**src/rtl/wdt_freq_fallback.sv**
```systemverilog
module wdt_freq_fallback #(
  parameter int TICK_DIV  = 33000,
  parameter int PULSE_CYC = 16500000
) (
  input  logic       clk,
  input  logic       por_n,
  input  logic [4:0] strap_code,
  input  logic       cfg_we,
  input  logic [1:0] cfg_addr,
  input  logic [7:0] cfg_wdata,
  input  logic       kick,
  output logic [4:0] freq_sel,
  output logic       sys_rst_n
);
  localparam int PW = (TICK_DIV > 1) ? $clog2(TICK_DIV) : 1;
  localparam int QW = (PULSE_CYC > 1) ? $clog2(PULSE_CYC) + 1 : 1;

  typedef enum logic [1:0] {LV_NORM, LV_FB, LV_STRAP} lvl_t;

  logic [4:0] tgt_q, fb_q, ivl_q, strap_q, freq_q, ela_q;
  logic       sel_q, en_q, latched_q, rst_q;
  lvl_t       lvl_q, lvl_nx;
  logic [PW-1:0] pre_q;
  logic [QW-1:0] pw_q;

  wire wr_tgt = latched_q && cfg_we && cfg_addr == 2'd0;
  wire wr_fb  = latched_q && cfg_we && cfg_addr == 2'd1;
  wire wr_wd  = latched_q && cfg_we && cfg_addr == 2'd2;

  wire kick_ok  = latched_q && rst_q && kick && en_q;
  wire reload   = latched_q && rst_q && (wr_tgt || wr_wd || kick_ok);
  wire running  = latched_q && rst_q && en_q && ivl_q != 5'd0;
  wire tick_end = pre_q == PW'(TICK_DIV - 1);
  wire expire   = running && !reload && tick_end && ela_q == ivl_q - 5'd1;

  wire [4:0] tgt_nx = wr_tgt ? cfg_wdata[4:0] : tgt_q;
  wire       sel_nx = wr_tgt ? cfg_wdata[5]   : sel_q;
  wire [4:0] fb_nx  = wr_fb  ? cfg_wdata[7:3] : fb_q;

  always_comb begin
    lvl_nx = lvl_q;
    if (kick_ok)
      lvl_nx = LV_NORM;
    else if (expire)
      lvl_nx = (lvl_q == LV_NORM) ? LV_FB : LV_STRAP;
  end

  logic [4:0] code_nx;
  always_comb begin
    case (lvl_nx)
      LV_NORM: code_nx = sel_nx ? tgt_nx : strap_q;
      LV_FB:   code_nx = fb_nx;
      default: code_nx = strap_q;
    endcase
  end

  always_ff @(posedge clk or negedge por_n) begin
    if (!por_n) begin
      latched_q <= 1'b0;
      strap_q   <= 5'd0;
      tgt_q     <= 5'd0;
      sel_q     <= 1'b0;
      fb_q      <= 5'd0;
      ivl_q     <= 5'd0;
      en_q      <= 1'b0;
      lvl_q     <= LV_NORM;
      freq_q    <= 5'd0;
    end else if (!latched_q) begin
      latched_q <= 1'b1;
      strap_q   <= strap_code;
      freq_q    <= strap_code;
    end else begin
      tgt_q <= tgt_nx;
      sel_q <= sel_nx;
      fb_q  <= fb_nx;
      if (wr_wd) begin
        ivl_q <= cfg_wdata[4:0];
        en_q  <= cfg_wdata[7];
      end
      lvl_q <= lvl_nx;
      if (expire || (wr_tgt && rst_q))
        freq_q <= code_nx;
    end
  end

  always_ff @(posedge clk or negedge por_n) begin
    if (!por_n) begin
      pre_q <= '0;
      ela_q <= 5'd0;
    end else if (!running || reload || expire) begin
      pre_q <= '0;
      ela_q <= 5'd0;
    end else if (tick_end) begin
      pre_q <= '0;
      ela_q <= ela_q + 5'd1;
    end else begin
      pre_q <= pre_q + PW'(1);
    end
  end

  always_ff @(posedge clk or negedge por_n) begin
    if (!por_n) begin
      rst_q <= 1'b1;
      pw_q  <= '0;
    end else if (expire) begin
      rst_q <= 1'b0;
      pw_q  <= '0;
    end else if (!rst_q) begin
      if (pw_q == QW'(PULSE_CYC - 1))
        rst_q <= 1'b1;
      else
        pw_q <= pw_q + QW'(1);
    end
  end

  assign freq_sel  = freq_q;
  assign sys_rst_n = rst_q;

  assert_hold_strap_R1: assert property (@(posedge clk) disable iff (!por_n)
    (latched_q && $past(latched_q)) |-> $stable(strap_q));

  assert_freq_event_R11: assert property (@(posedge clk) disable iff (!por_n)
    ($past(latched_q) && !$stable(freq_sel)) |-> ($fell(sys_rst_n) || $past(wr_tgt && rst_q)));

  assert_pulse_bound_R5: assert property (@(posedge clk) disable iff (!por_n)
    !sys_rst_n |-> pw_q < QW'(PULSE_CYC));

  assert_needs_enable_R10: assert property (@(posedge clk) disable iff (!por_n)
    $fell(sys_rst_n) |-> ($past(en_q) && $past(ivl_q) != 5'd0));

  assert_first_step_R6: assert property (@(posedge clk) disable iff (!por_n)
    ($fell(sys_rst_n) && $past(lvl_q) == LV_NORM) |-> (lvl_q == LV_FB && freq_sel == fb_q));

  assert_second_step_R7: assert property (@(posedge clk) disable iff (!por_n)
    ($fell(sys_rst_n) && $past(lvl_q) != LV_NORM) |-> (lvl_q == LV_STRAP && freq_sel == strap_q));

  assert_clear_by_kick_R8: assert property (@(posedge clk) disable iff (!por_n)
    (lvl_q == LV_NORM && $past(lvl_q) != LV_NORM) |-> $past(kick && en_q && rst_q));
endmodule

```
**config.mk**
```make
export PLATFORM = sky130hd
export DESIGN_NAME = wdt_freq_fallback
export DESIGN_NICKNAME = d
export VERILOG_FILES = /design/src/rtl/wdt_freq_fallback.sv
export SDC_FILE = /design/constraint.sdc
export NUM_CORES = 1
export LEC_CHECK = 0
export ABC_AREA = 1
export ABC_CLOCK_PERIOD_IN_PS = 2400
export CORE_MARGIN = 4
export CORE_UTILIZATION = 51
export DETAILED_ROUTE_END_ITERATION = 8
export DONT_BUFFER_PORTS = 1
export PLACE_DENSITY = 0.66
export RECOVER_POWER = 25
export SETUP_SLACK_MARGIN = 0.15
export SYNTH_ARGS = -nofsm -noshare
export SYNTH_HDL_FRONTEND = slang
export SYNTH_SLANG_ARGS = --single-unit
```
**constraint.sdc**
```tcl
create_clock -name clk -period 2.4 [get_ports clk]
set_input_delay 0.36 -clock clk [delete_from_list [all_inputs] [get_ports clk]]
set_output_delay 0.36 -clock clk [all_outputs]
set_load 0.005 [all_outputs]
```
# Word level (Yosys, flattened, before mapping)
# Index checks and enable logic that the tools add are counted.
[totals]
input_bits = 19
wordCells = 74
output_inout_bits = 6
register_bits = 77
[classes]
n_addsub = 4
eq_ne = 9
muxes = 20
reduce_logical = 28
[op_table]
columns = ["operator", "n"]
rows = [
  ["25-bit two-way mux", 3],
  ["5-bit two-way mux", 7],
  ["16-bit two-way mux", 2],
  ["25-bit by 1-bit adder with 25-bit output (second input constant)", 1],
  ["25-bit by 24-bit == test with 1-bit output (second input constant)", 1],
  ["16-bit by 1-bit adder with 16-bit output (second input constant)", 1],
  ["16-bit == test (second input constant)", 1],
  ["1-bit logical AND", 14],
  ["5-bit case mux with 2 select lines", 1],
  ["2-bit zero test", 3],
  ["2-bit two-way mux", 3],
  ["5-bit by 1-bit adder with 5-bit output (second input constant)", 1],
  ["5-bit == test", 1],
  ["1-bit logical OR", 5],
  ["5-bit nonzero test", 1],
  ["5-bit by 1-bit subtractor with 5-bit output (second input constant)", 1],
  ["2-bit by 1-bit == test with 1-bit output (second input constant)", 2],
  ["1-bit two-way mux", 4],
  ["2-bit by 1-bit != test with 1-bit output (second input constant)", 2],
  ["2-bit AND reduction", 2],
  ["2-bit == test (second input constant)", 1],
  ["1-bit zero test", 2],
  ["2-bit != test (second input constant)", 1],
  ["2-bit nonzero test", 1],
]

# Logic depth before layout (Yosys ltp)
[logic_depth]
ltp_word = 15
depth_mapped = 17
mapped_depth_nobuf = 17

# Worst setup path after synthesis
# Ideal clock, no wire load.
[synth_timing]
path_kind = "flip-flop to flip-flop"
from = "register ivl_q[0]"
to = "register freq_q[1] (netlist: freq_sel[1])"
path_buffers = 1
setup_ps = 122
synth_period_minus_slack_ps = 1913
path_stages_with_launch = 17
required_ps = 2278
path_slack_ps = 487
arrival_time_ps = 1791
path_cell_list = "dfrtp_1 -> inv_1 -> ha_1 -> inv_1 -> nand2_1 -> nand2_1 -> nor2_1 -> nand3_1 -> nor2_1 -> nand2_2 -> nand2_1 -> nand2_2 -> buf_6 -> nand3_1 -> nand3_1 -> nand2_1 -> a21oi_2"
[synth_between]
elab_chain_len = 11
word_cells_on_any_way = 16
classes_between = "add/sub: 1; eq/ne: 3; mux: 5; reduce/logical: 7"
[synth_lines]
columns = ["item", "line", "source"]
rows = [
  ["start, declared", "20", "logic [4:0] tgt_q, fb_q, ivl_q, strap_q, freq_q, ela_q;"],
  ["start signal, assigned", "77", "ivl_q <= cfg_wdata[4:0];"],
  ["branches (longest 4 deep; another with 5-bit by 1-bit subtractor with 5-bit output)", "-", ""],
  ["1-bit logical AND *", "34", "wire expire = running && !reload && tick_end && ela_q == ivl_q - 5'd1;"],
  ["2-bit two-way mux", "44", "else if (expire)"],
  ["2-bit two-way mux", "42", "if (kick_ok)"],
  ["2-bit by 1-bit == test with 1-bit output / 2-bit zero test (equally long branches)", "50", "case (lvl_nx)"],
  ["5-bit case mux with 2 select lines", "50", ""],
  ["5-bit two-way mux", "81", "if (expire || (wr_tgt && rst_q))"],
  ["5-bit two-way mux", "68", "end else if (!latched_q) begin"],
  ["end signal, assigned", "71", "freq_q <= strap_code;"],
  ["end signal, assigned", "82", "freq_q <= code_nx;"],
  ["end, declared", "20", ""],
]
# Mark *: on every way between the ends. The select of a mux whose other input is x is not followed.
# A chain may end at the register's enable or synchronous reset.

# Worst setup path in the final report
[layout_timing]
from = "register ivl_q[0]"
to = "register freq_q[4] (netlist: freq_sel[4])"
# Same word-level chain as after synthesis.

==> results_dict.tcl <==
set metrics [dict create \
    path_max_fanout 11 \
    fillers 805 \
    root_buffer "clkbuf_8" \
    area_growth_pct 9.22 \
    period_needed_ns 2.07 \
    start_kind "flip-flop" \
    cp_slowest_cell "dfrtp_1" \
    coreArea_mm2 0.00838 \
    layout.nets 627 \
    drt_iter0_drc 253 \
    drt.antenna.violating_nets 0 \
    slew_violations 0 \
    fp.dieH_um 102 \
    cp_cell_sequence "inv_2 > ha_4 > inv_1 > nand2_1 > nand2_1 > nor2_2 > nand3_1 > nor2_2 > nand2_2 > nand2_1 > nand2_4 > inv_4 > nand2_1 > nand3_1 > nand2_1 > a21oi_2" \
    yosys_register_bits 77 \
    grtUsageTotal 0.212 \
    vias_per_cell 5.40 \
    rsz0062_at_grt "false" \
    drt_wl_total_um 9980 \
    cts_tree "yes" \
    p_leak_nw 2.22 \
    worst_pin_slew_ns 1.05 \
    dr.pass1.iters 5 \
    io_buffers 0 \
    die_w_um 102 \
    synth_warnings 0 \
    hp-class "primary input to flip-flop" \
    clock_path_buffers 2 \
    powerDensity_mw_per_mm2 552 \
    final_util 0.585 \
    ys_seq_area_frac 0.429 \
    min_period_over_period 0.863 \
    ioPinCount 25 \
    place.gp.congestion 0.929 \
    clk_latency_ns 0.35 \
    end_kind "flip-flop" \
    finalHoldViolCount 0 \
    fin_worst_skew_ns 0.0107 \
    drv_cap 0 \
    ys_async_sr_fraction 1.00 \
    initial_core_util 0.536 \
    crit_top_cell "nand2_1" \
    grt_pass1_wl_um 17500 \
    setup_ws_ns 0.328 \
    critPathKind "flip-flop to flip-flop" \
    placed_cells 693 \
    diodes 0 \
    grt_pass1_vias 3781 \
    finalSetupTns_ns 0 \
    final_layout_size_suffix_gt1_frac 0.135 \
    post-route-drc-count 0 \
    crit_arrival_ns 2.36 \
    synth_cells 595 \
    syn_area_mm2 0.00449 \
    mostFrequentLayoutCell "nand2_1" \
    vdd_drop_max_mv 0.362 \
    ys_types 34 \
    grt_max_degree 78 \
    die_area_mm2 0.0104 \
    cp.required_ns 2.69 \
    placementRows 33 \
    status "finished clean" \
    dp_hpwl_um 7360 \
    post_drt_wl_per_cell_um 14.0 \
    instances_no_fill 714 \
    antenna_found_initial 0 \
    via_count 3859 \
    synth.avg_cell_area_um2 7.55 \
    layout_common_cells "127 x nand2_1, 76 x inv_1, 76 x dfrtp_1" \
    cts_sinks 77 \
    slew_headroom 0.301 \
    cpPeakStageDelay_ns 0.41 \
    path_clk_slew_ns 0.09 \
    dp_slack_ns 0.230 \
    max_freq_mhz 483 \
    syn-num-nets 618 \
    globalRoute.totalOverflow 0 \
    cts.htree.levels 3 \
    synth_flop_cell "dfrtp_1" \
    setup_violations 0 \
    synth_edf_count 0 \
    cts_made_buffers 9 \
]
-- stage by stage --
stage | hold WS (ns) | power [mW] | area, um^2
2_1_floorplan | 0.0644 | 1.65 | 4490
3_3_place_gp | 0.0670 | 1.71 | 4600
3_5_place_dp | 0.0673 | 1.72 | 4600
4_1_cts | 0.114 | 2.70 | 4830
5_1_grt | 0.140 | 2.86 | 4910
6_report | 0.128 | 2.71 | 4910
-- critical path, delay by kind of cell (launching register included) --
family	cells	cell delay [ns]
and+or+nand+nor	11	0.99
DFF	1	0.41
adders and majority gates	1	0.27
buffers and inverters	3	0.21
AOI/OAI and AO/OA	1	0.11
-- layer usage --
layer	vias to the layer above	wire length, um	GRT usage
met3	9	484	0.0628
met1	1818	4650	0.281
met2	73	4750	0.347
li1	1959	-	-
met4	0	93	0.0454
met5	-	0	0
-- cell type report --
| type | count | area [um^2] | share of cell area |
|---|---|---|---|
| clock buffer | 10 | 138 | 0.0280 |
| clock inverter | 6 | 53.8 | 0.0110 |
| inverter | 86 | 325 | 0.0663 |
| multi-input combinational | 419 | 2230 | 0.455 |
| sequential | 77 | 1930 | 0.393 |
| tap | 105 | 131 | 0.0268 |
| timing repair buffer | 11 | 96.3 | 0.0196 |
-- cell usage after synthesis (6+ instances only) --
cell / count / area share
nand2_1: 127 / 0.11
inv_1: 77 / 0.064
dfrtp_1: 76 / 0.42
nor2_1: 57 / 0.048
o21ai_0: 52 / 0.058
nand3_1: 45 / 0.050
nand4_1: 27 / 0.038
xor2_1: 17 / 0.033
nor3_1: 15 / 0.017
a21oi_1: 12 / 0.013
buf_2: 9 / 0.010
inv_2: 9 / 0.0075
nand2_2: 7 / 0.0097
nor3_2: 7 / 0.016
o21ai_1: 7 / 0.0078
nor4_1: 6 / 0.0084
-- power by group --
| group | switching, mW | internal, mW |
|---|---|---|
| Sequential | 0.0451 | 1.37 |
| Clock | 0.530 | 0.422 |
| Combinational | 0.219 | 0.122 |
-- path summary, 6_finish.rpt --
path,start,to,slack (ns),cells past startpoint
max,ivl_q[0],freq_sel[4],0.33,16
min in group asynchronous,por_n,pre_q[4],0.79,2
min reg2reg,pre_q[0],pre_q[0],0.49,1
max in group asynchronous,por_n,pw_q[22],0.95,2
min,strap_code[0],strap_q[0],0.13,2
max reg2reg,ivl_q[0],freq_sel[4],0.33,16
-- cell families (layout without fill, tap and decap cells) --
| group | count (synthesis) | in the layout | synth area share |
|---|---|---|---|
| flip-flops | 77 | 77 | 0.429 |
| XOR/XNOR | 18 | 18 | 0.0351 |
| adder cells (fa/ha/maj) | 4 | 4 | 0.0111 |
| AND/OR/NAND/NOR | 319 | 319 | 0.346 |
| buffers and inverters | 99 | 113 | 0.0877 |
| other | 1 | 1 | 0.000835 |
| AO/OA/AOI/OAI | 77 | 77 | 0.0897 |
-- state kept, by name, indices dropped and copies added (netlist names), 2 cells and up --
signal and cells:
fb_q 5, tgt_q 5, pre_q 16, freq_sel 5, ela_q 5, pw_q 25, strap_q 5, ivl_q 5
lvl_q 2
-- repair_timing --
item | CTS | global route
gates resized for setup | 0 | 17
hold buffers | 2 | 0
buffers inserted | 0 | 3
setup endpoints to repair | 0 | 42
endpoints found under the hold margin | 77 | 0
No activity file was read; power rests on OpenSTA's default activity.
